`config.mk`:
```
export PLATFORM = sky130hd
export DESIGN_NAME = gstat_aggregator
export DESIGN_NICKNAME = d
export VERILOG_FILES = /design/src/rtl/gstat_pkg.sv /design/src/rtl/gstat_sticky.sv /design/src/rtl/gstat_link.sv /design/src/rtl/gstat_flag.sv /design/src/rtl/gstat_aggregator.sv
export SDC_FILE = /design/constraint.sdc
export NUM_CORES = 1
export LEC_CHECK = 0
export BUFFER_PORTS_ARGS = -buffer_cell sky130_fd_sc_hd__buf_2
export CAP_MARGIN = 20
export CORE_AREA = 2 2 39 41
export CTS_BUF_LIST = sky130_fd_sc_hd__clkbuf_4 sky130_fd_sc_hd__clkbuf_8
export DETAILED_ROUTE_END_ITERATION = 12
export DIE_AREA = 0 0 41 43
export PLACE_DENSITY = 0.59
export SYNTH_ARGS = -nofsm -noshare
export SYNTH_HDL_FRONTEND = slang
export SYNTH_SLANG_ARGS = --single-unit
```
`constraint.sdc`:
```
create_clock -name clk -period 1.25 [get_ports clk]
set_input_delay 0.0625 -clock clk [delete_from_list [all_inputs] [get_ports clk]]
set_output_delay 0.0625 -clock clk [all_outputs]
set_load 0.02 [all_outputs]
```
`src/rtl/gstat_pkg.sv`:
```
package gstat_pkg;
  localparam int BIT_FAILSAFE = 0;
  localparam int BIT_DEV_A    = 1;
  localparam int BIT_DEV_B    = 2;
  localparam int BIT_PREWARN  = 3;
  localparam int BIT_THERMAL  = 4;
  localparam int BIT_LINK     = 5;
  localparam int BIT_COMMERR  = 6;
  localparam int BIT_FLAG     = 7;
  localparam int SENSED_W     = 5;
  localparam int LATCH_W      = 7;
  localparam int MASK_W       = 3;
  localparam int MASK_LO      = BIT_DEV_A;
endpackage

```
`src/rtl/gstat_sticky.sv`:
```
module gstat_sticky #(
  parameter bit ENABLE = 1'b1
) (
  input  logic clk,
  input  logic rst,
  input  logic evt,
  input  logic clr,
  output logic q,
  output logic q_nxt
);
  logic evt_g;
  assign evt_g = ENABLE ? evt : 1'b0;

  always_comb begin
    if (evt_g)    q_nxt = 1'b1;
    else if (clr) q_nxt = 1'b0;
    else          q_nxt = q;
  end

  always_ff @(posedge clk) begin
    if (rst) q <= 1'b0;
    else     q <= q_nxt;
  end

  AST_EVENT_SETS: assert property (@(posedge clk) disable iff (rst) (evt_g |=> q));
  AST_CLEAR_DROPS: assert property (@(posedge clk) disable iff (rst) (clr && !evt_g |=> !q));
  AST_HOLD_IDLE: assert property (@(posedge clk) disable iff (rst) (!evt_g && !clr |=> $stable(q)));
endmodule

```
`src/rtl/gstat_link.sv`:
```
module gstat_link (
  input  logic clk,
  input  logic rst,
  input  logic good,
  input  logic bad,
  output logic q,
  output logic q_nxt
);
  always_comb begin
    if (bad)       q_nxt = 1'b0;
    else if (good) q_nxt = 1'b1;
    else           q_nxt = q;
  end

  always_ff @(posedge clk) begin
    if (rst) q <= 1'b0;
    else     q <= q_nxt;
  end

  AST_BAD_DROPS: assert property (@(posedge clk) disable iff (rst) (bad |=> !q));
  AST_GOOD_SETS: assert property (@(posedge clk) disable iff (rst) (good && !bad |=> q));
endmodule

```
`src/rtl/gstat_flag.sv`:
```
module gstat_flag
  import gstat_pkg::*;
#(
  parameter int NUM_EXT = 4
) (
  input  logic                clk,
  input  logic                rst,
  input  logic [LATCH_W-1:0]  lat_nxt,
  input  logic [MASK_W-1:0]   cfg_mask,
  input  logic [NUM_EXT-1:0]  ext,
  output logic                flag_q
);
  logic [LATCH_W-1:0] contrib;
  logic               flag_d;

  always_comb begin
    contrib = lat_nxt;
    contrib[BIT_LINK] = ~lat_nxt[BIT_LINK];
    for (int k = 0; k < MASK_W; k++) begin
      if (cfg_mask[k]) contrib[MASK_LO + k] = 1'b0;
    end
    flag_d = (|contrib) | (|ext);
  end

  always_ff @(posedge clk) begin
    if (rst) flag_q <= 1'b1;
    else     flag_q <= flag_d;
  end

  AST_UNMASKABLE: assert property (@(posedge clk) disable iff (rst)
    (lat_nxt[BIT_COMMERR] || lat_nxt[BIT_THERMAL] || lat_nxt[BIT_FAILSAFE] || (|ext) |=> flag_q));
endmodule

```
`src/rtl/gstat_aggregator.sv`:
```
module gstat_aggregator
  import gstat_pkg::*;
#(
  parameter int                NUM_EXT    = 4,
  parameter logic [SENSED_W-1:0] FEATURE_EN = '1
) (
  input  logic                clk,
  input  logic                rst,
  input  logic [SENSED_W-1:0] fault_evt,
  input  logic                frame_ok,
  input  logic                frame_err,
  input  logic                chip_rst_evt,
  input  logic [NUM_EXT-1:0]  dev_status,
  input  logic [MASK_W-1:0]   cfg_mask,
  input  logic                clr_pulse,
  output logic [7:0]          status_byte,
  output logic                gef,
  output logic                fault_pull_en
);
  logic [LATCH_W-1:0] lat_q;
  logic [LATCH_W-1:0] lat_nxt;
  logic               flag_q;

  for (genvar i = 0; i < SENSED_W; i++) begin : g_sensed
    gstat_sticky #(.ENABLE(FEATURE_EN[i])) u_bit (
      .clk(clk), .rst(rst), .evt(fault_evt[i]), .clr(clr_pulse),
      .q(lat_q[i]), .q_nxt(lat_nxt[i])
    );
  end

  gstat_sticky #(.ENABLE(1'b1)) u_commerr (
    .clk(clk), .rst(rst), .evt(frame_err), .clr(clr_pulse),
    .q(lat_q[BIT_COMMERR]), .q_nxt(lat_nxt[BIT_COMMERR])
  );

  gstat_link u_link (
    .clk(clk), .rst(rst), .good(frame_ok), .bad(frame_err | chip_rst_evt),
    .q(lat_q[BIT_LINK]), .q_nxt(lat_nxt[BIT_LINK])
  );

  gstat_flag #(.NUM_EXT(NUM_EXT)) u_flag (
    .clk(clk), .rst(rst), .lat_nxt(lat_nxt), .cfg_mask(cfg_mask),
    .ext(dev_status), .flag_q(flag_q)
  );

  assign status_byte   = {flag_q, lat_q};
  assign gef           = flag_q;
  assign fault_pull_en = flag_q;

  AST_ERR_MARKS: assert property (@(posedge clk) disable iff (rst)
    (frame_err |=> status_byte[BIT_COMMERR] && !status_byte[BIT_LINK]));
  AST_LINK_RAISES_FLAG: assert property (@(posedge clk) disable iff (rst)
    (!status_byte[BIT_LINK] |-> status_byte[BIT_FLAG]));
endmodule

```
==> impl_metrics.yaml <==
outcome:
  status: "finished clean"
finish:
  syn2layout_area_growth_pct: 39.8
  layout-drive-gt1-share_pct: 56.5
  antennaDiodeCount: 0
  fin_nets: 82
  final_cells: 78
setup_path:
  cp-start-kind: "register"
  crit_chain: "nor2_1, nor4_2, o21ai_1, or3_1"
  crit_family: "simple AND/OR/NAND/NOR gates"
  r2r-start: "u_link.q"
  crit_cells: 4
  crit_arrival_ns: 1.27
  cpMaxStageDelayCell: "or3_1"
  reg2reg_depth: 4
  r2r_end: "u_flag.flag_q"
  slowest_delay_ns: 0.36
  ff2ff_setup_slack_ns: 0.11
  critPathMaxFanout: 2
  cp_num_buf_inv: 0
  worstPathRequired_ns: 1.38
  critical_path_class: "register to register"
  crit_path_end_kind: "register"
grt:
  grt_pass1_wl_um: 1160
  grt_pass1_vias: 306
  antenna_found_initial: 0
  grt_max_degree: 7
  grt.total_usage_pct: 10.5
  grt_remaining_overflow: 0
die:
  start_util_pct: 24.8
  core-area_um2: 1380
  die_w_um: 41
  row_count: 14
  io-pin-count: 28
  dieArea_um2: 1760
  die_y_um: 43
synth:
  synth_area_leader_cell: "dfxtp_1"
  synthXorXnorAreaFrac_pct: 0
  synthAdderAreaFrac_pct: 0
  synth_most_common_cell: "buf_4"
  synth_compound_area_share_pct: 13.5
  synth-edff-count: 0
  synth_common_cells: "9 x buf_4, 8 x dfxtp_1, 7 x nor2_1, 6 x a21oi_1"
  ys_warn_count: 0
  syn-mean-instance-area_um2: 8.79
  ys_seq_area_share_pct: 46.7
  synth_top_area_share_pct: 46.7
  synth_top_family_by_area: "buffers and inverters"
  synth-simple-area-share_pct: 19.0
  yosysUniqueCellTypes: 13
  muxShareOfSynthArea_pct: 0
  syn_inst: 39
  synthTopCellsByArea: "dfxtp_1 47%, buf_4 20%, a21oi_1 8.8%"
  ys_ff_latch: 8
  synth_ff_type: "dfxtp_1"
  syn_nets: 57
  synth_area_um2: 343
  async_flop_share_pct: 0
cts:
  cts_root_buf: "clkbuf_4"
  clkSlewWorstSetupHoldPaths_ns: 0.05
  cts_max_level: 1
  cts_buffer_depth: 2
  insertion_delay_ns: 0.25
  cts_sinks: 8
  cts_made_buffers: 3
  post-cts-setup-buffer-count: 0
  cts_tree: "done"
placement:
  hpwl_um: 649
  gp_congestion: 0.629
  io_buffers: 27
  dp_cells: 74
sta:
  worst_pin_slew_ns: 0.258
  period_needed_ns: 1.14
  rsz0062_at_grt: "false"
  max_slew_margin_pct: 82.6
  setup_viol: 0
  slew_viol_final: 0
  timing.final.crit_share_pct: 91.5
  max_freq_mhz: 875
  skew_ns: 0.00262
  setup_tns_ns: 0
  hold_viol: 0
route:
  antenna_left: 0
  drcViolationCount: 0
  wl_um: 811
  firstDrtPassIters: 2
  drtIter0Drc: 4
  wl_per_cell_um: 10.4
  vias: 331
  routed_via_density: 4.24
min_path:
  holdCritStartpoint: "fault_evt[1]"
  hold_depth: 3
  hold_path_class: "primary input to register"
  min_to: "g_sensed[1].u_bit.q"
flow_run:
  max-cap-violations: 0
power_and_ir_drop:
  max-vdd-ir-drop_v: 0.000419
  cellLeakagePower_nw: 0.249
  power_density_nw_per_um2: 1170
[layer usage]
| metal | global-route usage [%] | wire [um] |
|---|---|---|
| met1 | 11.9 | 344 |
| met2 | 13.4 | 341 |
| met3 | 4.71 | 114 |
| met4 | 10.0 | 10 |
| met5 | 0 | 0 |
[repair_timing]
| item | CTS | global route |
|---|---|---|
| hold buffers | 1 | 0 |
| resized for setup | 1 | 2 |
| hold endpoints to repair | 1 | 0 |
| endpoints found under the setup margin | 1 | 2 |
[worst max path at each step]
| stage | endpoint | from | slack, ns |
|---|---|---|---|
| 2_1_floorplan | u_flag.flag_q | dev_status[3] | 0.10 |
| 3_3_place_gp | u_flag.flag_q | dev_status[3] | -0.01 |
| 3_5_place_dp | u_flag.flag_q | dev_status[3] | -0.05 |
| 4_1_cts | u_link.q | u_link.q | 0.07 |
| 5_1_grt | u_flag.flag_q | u_link.q | 0.03 |
| 6_report | u_flag.flag_q | u_link.q | 0.11 |
[report_power, final]
group          internal, mW  switching, mW  leakage (nW)  total, mW
logic                0.0428         0.0500         0.169     0.0928
clock network         0.109         0.0803        0.0138      0.190
registers             0.269        0.00751        0.0664      0.277
[layout make-up]
class | instances | area (um2)
Clock buffer | 3 | 22.5
Sequential cell | 8 | 160
Multi-Input combinational cell | 21 | 118
Inverter | 1 | 3.75
Tap cell | 16 | 20.0
Timing Repair Buffer | 29 | 155
Fill cell | 159 | 905
[metrics by stage]
step	hold WS, ns	utilization [%]	setup slack, ns	cell area, um2	power [mW]
floorplan	0.135	-	0.104	343	0.338
global placement	0.243	31.6	-0.0108	438	0.371
detailed placement	0.252	31.6	-0.0513	438	0.372
CTS	0.0315	34.4	0.0686	477	0.570
global route	0.0436	34.6	0.0261	479	0.598
finish	0.0394	34.6	0.107	479	0.559
[cells by family after synthesis]
family                 count (synthesis)
AOI/OAI and AO/OA                      9
buffers and inverters                 10
DFF                                    8
and+or+nand+nor                       12
[worst min-delay path, stage by stage]
cell and delay (ns):
buf_2 0.08, a21oi_1 0.04, nor2_1 0.07
[state kept, by name (all words and copies together), names as in the netlist]
signal and flops:
u_link.q 1, u_flag.flag_q 1, g_sensed.u_bit.q 5, u_commerr.q 1
[cell usage in the layout, fill, tap and decap left out, drive strengths merged]
| cell type | instances |
|---|---|
| clkbuf | 3 |
| dlymetal6s4s | 1 |
| o21ai | 2 |
| buf | 28 |
| or4 | 1 |
| or3 | 1 |
| nor3 | 2 |
| o22ai | 1 |
| nor2 | 7 |
| nor4 | 1 |
| dfxtp | 8 |
| inv | 1 |
| a21oi | 6 |
Power figures use the tool's default switching activity.
